File: src/rtl/tmr_pkg.sv
package tmr_pkg;
    localparam int ADDR_W = 2;

    localparam logic [ADDR_W-1:0] A_COUNT = 2'd0;
    localparam logic [ADDR_W-1:0] A_RLD   = 2'd1;
    localparam logic [ADDR_W-1:0] A_CTRL  = 2'd2;
    localparam logic [ADDR_W-1:0] A_FLAGS = 2'd3;

    localparam int C_RUN  = 0;
    localparam int C_CAP  = 1;
    localparam int C_EXT  = 2;
    localparam int C_DOWN = 3;

    localparam int F_OVF = 0;
    localparam int F_EXT = 1;

    typedef enum logic [1:0] {
        ST_HALT_RLD = 2'b00,
        ST_HALT_CAP = 2'b01,
        ST_RUN_RLD  = 2'b10,
        ST_RUN_CAP  = 2'b11
    } mode_state_t;
endpackage

File: src/rtl/tmr_edge_sync.sv
module tmr_edge_sync #(
    parameter int STAGES = 2
) (
    input  logic clk,
    input  logic rst_n,
    input  logic pin_i,
    output logic fall_o
);
    localparam int DEPTH = STAGES + 1;

    logic [DEPTH-1:0] shift_q;

    always_ff @(posedge clk) begin
        if (!rst_n) begin
            shift_q <= '1;
        end else begin
            shift_q <= {shift_q[DEPTH-2:0], pin_i};
        end
    end

    assign fall_o = shift_q[DEPTH-1] & ~shift_q[DEPTH-2];
endmodule

File: src/rtl/tmr_mode_fsm.sv
module tmr_mode_fsm
    import tmr_pkg::*;
(
    input  logic        clk,
    input  logic        rst_n,
    input  logic        ctrl_wr,
    input  logic        run_bit,
    input  logic        cap_bit,
    output mode_state_t state_o,
    output logic        run_o,
    output logic        cap_o
);
    mode_state_t state_q, state_d;

    always_comb begin
        state_d = state_q;
        if (ctrl_wr) begin
            unique case ({run_bit, cap_bit})
                2'b00: state_d = ST_HALT_RLD;
                2'b01: state_d = ST_HALT_CAP;
                2'b10: state_d = ST_RUN_RLD;
                2'b11: state_d = ST_RUN_CAP;
            endcase
        end
    end

    always_ff @(posedge clk) begin
        if (!rst_n) begin
            state_q <= ST_HALT_RLD;
        end else begin
            state_q <= state_d;
        end
    end

    always_comb begin
        unique case (state_q)
            ST_HALT_RLD: begin run_o = 1'b0; cap_o = 1'b0; end
            ST_HALT_CAP: begin run_o = 1'b0; cap_o = 1'b1; end
            ST_RUN_RLD:  begin run_o = 1'b1; cap_o = 1'b0; end
            ST_RUN_CAP:  begin run_o = 1'b1; cap_o = 1'b1; end
        endcase
    end

    assign state_o = state_q;
endmodule

File: src/rtl/tmr_counter.sv
module tmr_counter #(
    parameter int W = 16
) (
    input  logic         clk,
    input  logic         rst_n,
    input  logic         step_en,
    input  logic         up,
    input  logic         cap_mode,
    input  logic [W-1:0] reload_val,
    input  logic         sw_wr,
    input  logic [W-1:0] sw_val,
    input  logic         ext_load,
    output logic [W-1:0] count_o,
    output logic         wrap_o
);
    localparam logic [W-1:0] ONES = '1;
    localparam logic [W-1:0] ONE  = W'(1);

    logic [W-1:0] count_q, count_d;
    logic         wrap_hit;

    always_comb begin
        wrap_hit = up ? (count_q == ONES) : (count_q == reload_val);
        wrap_o   = step_en && !sw_wr && !ext_load && wrap_hit;
    end

    always_comb begin
        count_d = count_q;
        if (sw_wr) begin
            count_d = sw_val;
        end else if (ext_load) begin
            count_d = reload_val;
        end else if (step_en) begin
            if (wrap_hit) begin
                if (cap_mode)  count_d = '0;
                else if (up)   count_d = reload_val;
                else           count_d = ONES;
            end else begin
                count_d = up ? count_q + ONE : count_q - ONE;
            end
        end
    end

    always_ff @(posedge clk) begin
        if (!rst_n) begin
            count_q <= '0;
        end else begin
            count_q <= count_d;
        end
    end

    assign count_o = count_q;
endmodule

File: src/rtl/updn_reload_timer.sv
module updn_reload_timer
    import tmr_pkg::*;
#(
    parameter int W         = 16,
    parameter int SYNC_FLOP = 2
) (
    input  logic              clk,
    input  logic              rst_n,
    input  logic              tick_en,
    input  logic              wr_en,
    input  logic [ADDR_W-1:0] addr,
    input  logic [W-1:0]      wdata,
    output logic [W-1:0]      rdata,
    input  logic              trig_pin,
    input  logic              dir_pin,
    output logic              ovf_flag_o,
    output logic              ext_flag_o
);
    mode_state_t state;
    logic        run, cap_mode;
    logic        ext_en, down_en;
    logic        ovf_q, ext_q;
    logic [W-1:0] count_q, reload_q;
    logic        trig_fall, trig_act, ext_load, cap_evt;
    logic        wr_cnt, wr_rld, wr_ctl, wr_flg;
    logic        up, step_en, wrap;

    assign wr_cnt = wr_en && (addr == A_COUNT);
    assign wr_rld = wr_en && (addr == A_RLD);
    assign wr_ctl = wr_en && (addr == A_CTRL);
    assign wr_flg = wr_en && (addr == A_FLAGS);

    tmr_mode_fsm u_fsm (
        .clk     (clk),
        .rst_n   (rst_n),
        .ctrl_wr (wr_ctl),
        .run_bit (wdata[C_RUN]),
        .cap_bit (wdata[C_CAP]),
        .state_o (state),
        .run_o   (run),
        .cap_o   (cap_mode)
    );

    tmr_edge_sync #(.STAGES(SYNC_FLOP)) u_sync (
        .clk    (clk),
        .rst_n  (rst_n),
        .pin_i  (trig_pin),
        .fall_o (trig_fall)
    );

    assign trig_act = trig_fall && ext_en;
    assign ext_load = trig_act && !cap_mode;
    assign cap_evt  = trig_act && cap_mode;
    assign up       = cap_mode || !down_en || dir_pin;
    assign step_en  = tick_en && run;

    tmr_counter #(.W(W)) u_cnt (
        .clk        (clk),
        .rst_n      (rst_n),
        .step_en    (step_en),
        .up         (up),
        .cap_mode   (cap_mode),
        .reload_val (reload_q),
        .sw_wr      (wr_cnt),
        .sw_val     (wdata),
        .ext_load   (ext_load),
        .count_o    (count_q),
        .wrap_o     (wrap)
    );

    always_ff @(posedge clk) begin
        if (!rst_n) begin
            reload_q <= '0;
            ext_en   <= 1'b0;
            down_en  <= 1'b0;
            ovf_q    <= 1'b0;
            ext_q    <= 1'b0;
        end else begin
            if (wr_rld)       reload_q <= wdata;
            else if (cap_evt) reload_q <= count_q;

            if (wr_ctl) begin
                ext_en  <= wdata[C_EXT];
                down_en <= wdata[C_DOWN];
            end

            if (wrap)        ovf_q <= 1'b1;
            else if (wr_flg) ovf_q <= wdata[F_OVF];

            if (trig_act)    ext_q <= 1'b1;
            else if (wr_flg) ext_q <= wdata[F_EXT];
        end
    end

    always_comb begin
        rdata = '0;
        unique case (addr)
            A_COUNT: rdata = count_q;
            A_RLD:   rdata = reload_q;
            A_CTRL: begin
                rdata[C_RUN]  = (state == ST_RUN_RLD) || (state == ST_RUN_CAP);
                rdata[C_CAP]  = cap_mode;
                rdata[C_EXT]  = ext_en;
                rdata[C_DOWN] = down_en;
            end
            A_FLAGS: begin
                rdata[F_OVF] = ovf_q;
                rdata[F_EXT] = ext_q;
            end
        endcase
    end

    assign ovf_flag_o = ovf_q;
    assign ext_flag_o = ext_q;
endmodule

File: config.mk
export PLATFORM = sky130hd
export DESIGN_NAME = updn_reload_timer
export DESIGN_NICKNAME = d
export VERILOG_FILES = /design/src/rtl/tmr_pkg.sv /design/src/rtl/tmr_edge_sync.sv /design/src/rtl/tmr_mode_fsm.sv /design/src/rtl/tmr_counter.sv /design/src/rtl/updn_reload_timer.sv
export SDC_FILE = /design/constraint.sdc
export NUM_CORES = 1
export LEC_CHECK = 0
export ABC_AREA = 0
export CORE_UTILIZATION = 51
export CTS_CLUSTER_DIAMETER = 30
export DETAILED_ROUTE_END_ITERATION = 8
export PLACE_DENSITY = 0.84
export SLEW_MARGIN = 40
export SYNTH_ARGS = -nofsm -noshare
export SYNTH_HDL_FRONTEND = slang
export SYNTH_SLANG_ARGS = --single-unit
File: constraint.sdc
create_clock -name clk -period 3.1 [get_ports clk]
set_input_delay 0.465 -clock clk [delete_from_list [all_inputs] [get_ports clk]]
set_output_delay 0.465 -clock clk [all_outputs]
set_load 0.02 [all_outputs]
Word level (Yosys, flattened, before mapping). Cells that the tools add are included.

Output and inout bits: 18. Input port bits: 24. Register bits after elaboration: 41.

Mux-type cells: 20. Bitwise gates (word level): 2. Reductions and logical operators: 29. Eq/ne operators: 11. Add/subtract/negate cells: 2.

Operators with widths (count): two-way mux 16 bit (9); one-hot mux 12 bit (2 select lines) (1); adder 16 x 1 -> 16 bit (second input constant) (1); == test 16 bit (1); == test 16 bit (second input constant) (1); one-hot mux 2 bit (4 select lines) (2); subtractor 16 x 1 -> 16 bit (second input constant) (1); == test 2 bit (second input constant) (6); logical AND 1 bit (11); OR reduction 2 bit (4); == test 2 x 1 -> 1 bit (second input constant) (3); zero test 2 bit (3); one-hot mux 2 bit (3 select lines) (1); nonzero test 2 bit (3); two-way mux 1 bit (5); zero test 1 bit (4); one-hot mux 1 bit (2 select lines) (2); logical OR 1 bit (3); nonzero test 3 bit (1); bitwise AND 1 bit (1); NOT 1 bit (1).

Longest topological paths before layout.
Depth in word-level cells: 11. Depth in mapped cells: 15. Depth with buffers taken out: 11.

By module. A second synthesis with hierarchy kept.

Cells, all modules: 483. Area total of the unflattened synthesis: 3628.5 µm².

Modules (own cells, without submodules): tmr_counter (cells each 316, area each 2278.4 µm², seq. area each 320.3 µm², instances 1); updn_reload_timer (cells each 152, area each 1184.9 µm², seq. area each 400.4 µm², instances 1); tmr_edge_sync (cells each 7, area each 85.1 µm², seq. area each 60.1 µm², instances 1); tmr_mode_fsm (cells each 8, area each 80.1 µm², seq. area each 40.0 µm², instances 1).

Least setup slack after synthesis. Ideal clock, no wire load.

Path type: input port to flip-flop. From: in dir_pin. To: reg u_cnt.count_q[8], in the netlist u_cnt.count_o[8]. Data required time: 3.030 ns. Arrival time: 3.131 ns. Setup slack: -0.101 ns. Path buffers: 4. Stages: 14. Cell sequence: buf_2 > or3b_1 > buf_2 > clkbuf_1 > clkbuf_1 > xnor2_1 > ha_1 > nor4b_1 > nand3_1 > mux2i_1 > xor2_1 > nor3_1 > a211o_1 > a21oi_1.

Cells in the longest elaborated chain, start to end: 7. Elaborated cells on any way between the ends: 9. Classes of those cells: 8 x mux; 1 x reduce/logical.

Ends and longest elaborated chain: start, declared (line updn_reload_timer.sv:15) `input logic dir_pin,`; logical OR 1 bit (*) (line updn_reload_timer.sv:54) `assign up = cap_mode || !down_en || dir_pin;`; two-way mux 16 bit (line tmr_counter.sv:36) `else if (up) count_d = reload_val;`; two-way mux 16 bit (line tmr_counter.sv:35) `if (cap_mode) count_d = '0;`; two-way mux 16 bit (*) (line tmr_counter.sv:34) `if (wrap_hit) begin`; two-way mux 16 bit (*) (line tmr_counter.sv:33) `end else if (step_en) begin`; two-way mux 16 bit (*) (line tmr_counter.sv:31) `end else if (ext_load) begin`; two-way mux 16 bit (*) (line tmr_counter.sv:29) `if (sw_wr) begin`; end signal, assigned (line tmr_counter.sv:48) `count_q <= count_d;`; end, declared (line tmr_counter.sv:19) `logic [W-1:0] count_q, count_d;`.

Mark *: on every way between the ends. The rest lies on a longest branch, timed or not. The select of a mux whose other input is x is not followed. A chain may end at the register's enable or synchronous reset.

Worst setup path in the final report.
From: in dir_pin. To: reg u_cnt.count_q[11], in the netlist u_cnt.count_o[11].

The elaborated chain is that of the path after synthesis.

==> results.cfg <==
[run]
drv_cap = 0

[power]
powerDensity_nw_per_um2 = 308.5
vdd_ir_drop_max_uv = 212.8
leakagePower_nw = 1.485
totalPowerFinal_mw = 1.238

[clock_network]
ctsHoldBuffers = 0
cts_num_sinks = 41
clk_pin_slew_ns = 0.09
cts_tree = yes
numCtsBuffers = 5
ctsHtreeMaxLevel = 2
worstSkewPairLatency_ns = 0.31
cts_root_buf = clkbuf_8
cts_buffer_depth = 2

[logic_synthesis]
synth.distinct_cells = 53
synth_top_area_frac = 0.2493
ys_seq_elements = 41
syn_nets = 469
synth.area.top_cells = dfxtp_1 (25%), mux2i_1 (12%), nor2_1 (6.4%), clkbuf_1 (4.9%), a211oi_1 (3.9%)
yosysWarnings = 0
syn_inst = 444
synth_top_area_cell = dfxtp_1
ys.flop_type = dfxtp_1
synth_edf_count = 0
async_flop_share = 0
avgSynthCellArea_um2 = 7.414
synth-seq-area-share = 0.2493
netlist_area_um2 = 3292

[route]
wl_per_cell_um = 18.60
vias_per_cell = 6.590
drcViolationCount = 0
wirelength_mm = 10.34
antenna_left = 0
drt_pass1_iterations = 5
drt_iter0_markers = 408
routed-via-count = 3664

[timing]
layout_setup_ws_ns = 0.1160
fmax_mhz = 335.1
rsz0062_at_grt = false
fin_crit_sh = 0.9626
tightestPinTransition_ns = 0.7789
finalMaxSlewViolations = 0
post-route-min-period_ns = 2.984
setup_viol = 0
clock_skew_ns = 0.006601
slew_headroom = 0.4788
setup_tns_ns = 0
hold_viol = 0

[critical_path]
r2r_cells = 9
crit_arrival_ns = 3.21
worstReg2RegEnd = u_cnt.count_o[11]
startpoint = dir_pin
crit_chain = clkdlybuf4s50_1, or3b_4, or3_1, a2111oi_2, o211ai_1, nor3_4, a21oi_1, or4_1, a41oi_2
cp.required_ns = 3.33
worstSetupEndpointType = flop
r2r_setup_slack_ns = 0.32
crit_family = simple AND/OR/NAND/NOR gates
path_max_fanout = 6
crit_cells = 9
worst_path_max_delay_cell = or4_1
start_kind = input port
max_stage_delay_ns = 0.50
crit_buf_inv = 1
r2r-start = u_fsm.state_o[0]
critPathKind = input port to flop
endpoint = u_cnt.count_o[11]

[placed_design]
port_buffers = 41
hpwlAfterDp_mm = 7.234
dpl_worst_slack_ns = -0.2311
place_area_um2 = 3890
globalplace.congestion = 0.9441

[cells_and_area]
synthToLayoutAreaGrowth_pct = 21.89
nNetsFinal = 505
stdcell_area_um2 = 4013
diodes = 0
drive_gt1_frac = 0.1185
fin_util = 0.6621
multiInputGateArea_um2 = 2316
fillers = 551
seq_area_um2 = 820.8

[run_status]
outcome = complete, no violations

[grt]
grt_pass1_wl_mm = 16.31
grt_antenna_before_repair = 0
grt_start_max_net_pins = 36
grt_pass1_vias = 3291
track_usage = 0.3229
grt-ovfl-total = 0

[floorplanning]
num_rows = 28
dieHeight_um = 82.34
io_pins = 42
start_util = 0.5431
die_w_um = 82.34
fp.coreArea_um2 = 6061
die-area_um2 = 6780

[hold_path]
hold_path_depth = 1
min_path_type = flop to flop
placed cells by master, fill, tap and decap left out, types with 2 or more instances in the layout:
cell / n
nor4b_1: 7
or3_1: 5
xnor2_1: 13
o41ai_1: 3
clkinv_2: 2
nor2_1: 56
mux4_2: 2
o211ai_1: 5
a2111oi_2: 2
and2_1: 5
o21bai_1: 9
dfxtp_1: 41
nand2_1: 31
a21oi_1: 24
nor4_1: 6
nor2b_1: 2
o21ai_0: 21
a31oi_1: 5
xor2_1: 9
a211o_1: 3
nand3_1: 16
o22ai_1: 5
buf_4: 37
clkbuf_8: 5
and4_1: 4
nor3_1: 23
a22oi_1: 6
o2111ai_1: 2
nand4_1: 4
o31a_1: 2
mux2i_1: 39
a21o_1: 2
a211oi_1: 17
nand2b_1: 4
clkdlybuf4s50_1: 41
cell families (layout without fill, tap and decap cells):
kind of cell | Yosys count | after routing | share of synthesized area
xor gates and xnor gates | 22 | 22 | 0.05853
muxes | 41 | 41 | 0.1323
and+or+nand+nor | 174 | 174 | 0.2661
buffers and inverters | 51 | 88 | 0.05929
AOI/OAI and AO/OA | 114 | 114 | 0.2307
adders and majority gates | 1 | 1 | 0.003800
DFF | 41 | 41 | 0.2493
metal layers:
metal | global-route usage | share of wire | up-vias
met3 | 0.04396 | 0.084 | 27
li1 | - | - | 1703
met5 | 0 | 0 | -
met4 | 0.1368 | 0.024 | 0
met2 | 0.5248 | 0.47 | 200
met1 | 0.4261 | 0.42 | 1734
power by group:
| part | total (mW) | switching (mW) | leakage [nW] | internal (mW) |
|---|---|---|---|---|
| Clock | 0.367 | 0.211 | 0.0439 | 0.156 |
| Sequential | 0.590 | 0.0410 | 0.334 | 0.549 |
| Combinational | 0.281 | 0.148 | 1.11 | 0.133 |
metrics by stage:
| stage | std cells | hold slack [ns] |
|---|---|---|
| CTS | 555 | 0.4194 |
| finish | 556 | 0.4152 |
| detailed placement | 547 | 0.3961 |
| floorplan | 444 | 0.3863 |
| global route | 556 | 0.4276 |
| global placement | 547 | 0.3898 |
registers in the layout, indices dropped and copies added, names as in the netlist:
name	cells
u_cnt.count_o	16
ext_flag_o	1
u_sync.shift_q	3
reload_q	16
down_en	1
ovf_flag_o	1
ext_en	1
u_fsm.state_o	2
area by class of cell:
type | instances | share of cell area
tap | 75 | 0.02339
multi-input combinational | 352 | 0.5772
inverter | 2 | 0.001871
timing repair buffer | 78 | 0.1715
clock buffer | 5 | 0.01715
sequential | 41 | 0.2046
clock inverter | 3 | 0.004365
how the worst min path moves through the flow:
stage                      startpoint                end
floorplan           u_sync.shift_q[0]  u_sync.shift_q[1]
global placement    u_sync.shift_q[0]  u_sync.shift_q[1]
detailed placement  u_sync.shift_q[0]  u_sync.shift_q[1]
CTS                 u_sync.shift_q[0]  u_sync.shift_q[1]
global route        u_sync.shift_q[0]  u_sync.shift_q[1]
finish              u_sync.shift_q[0]  u_sync.shift_q[1]
cell usage after synthesis (6+ instances only):
master    count
a211oi_1     17
a21oi_1      24
a22oi_1       6
clkbuf_1     43
dfxtp_1      41
mux2i_1      39
nand2_1      31
nand3_1      17
nor2_1       56
nor3_1       23
nor4_1        6
nor4b_1       8
o21ai_0      21
o21bai_1      9
xnor2_1      13
xor2_1        9
what timing repair did:
item | in CTS | in global routing
buffers inserted | 0 | 1
resized for setup | 0 | 7
setup endpoints to repair | 0 | 12
No activity file was read; power rests on OpenSTA's default activity.
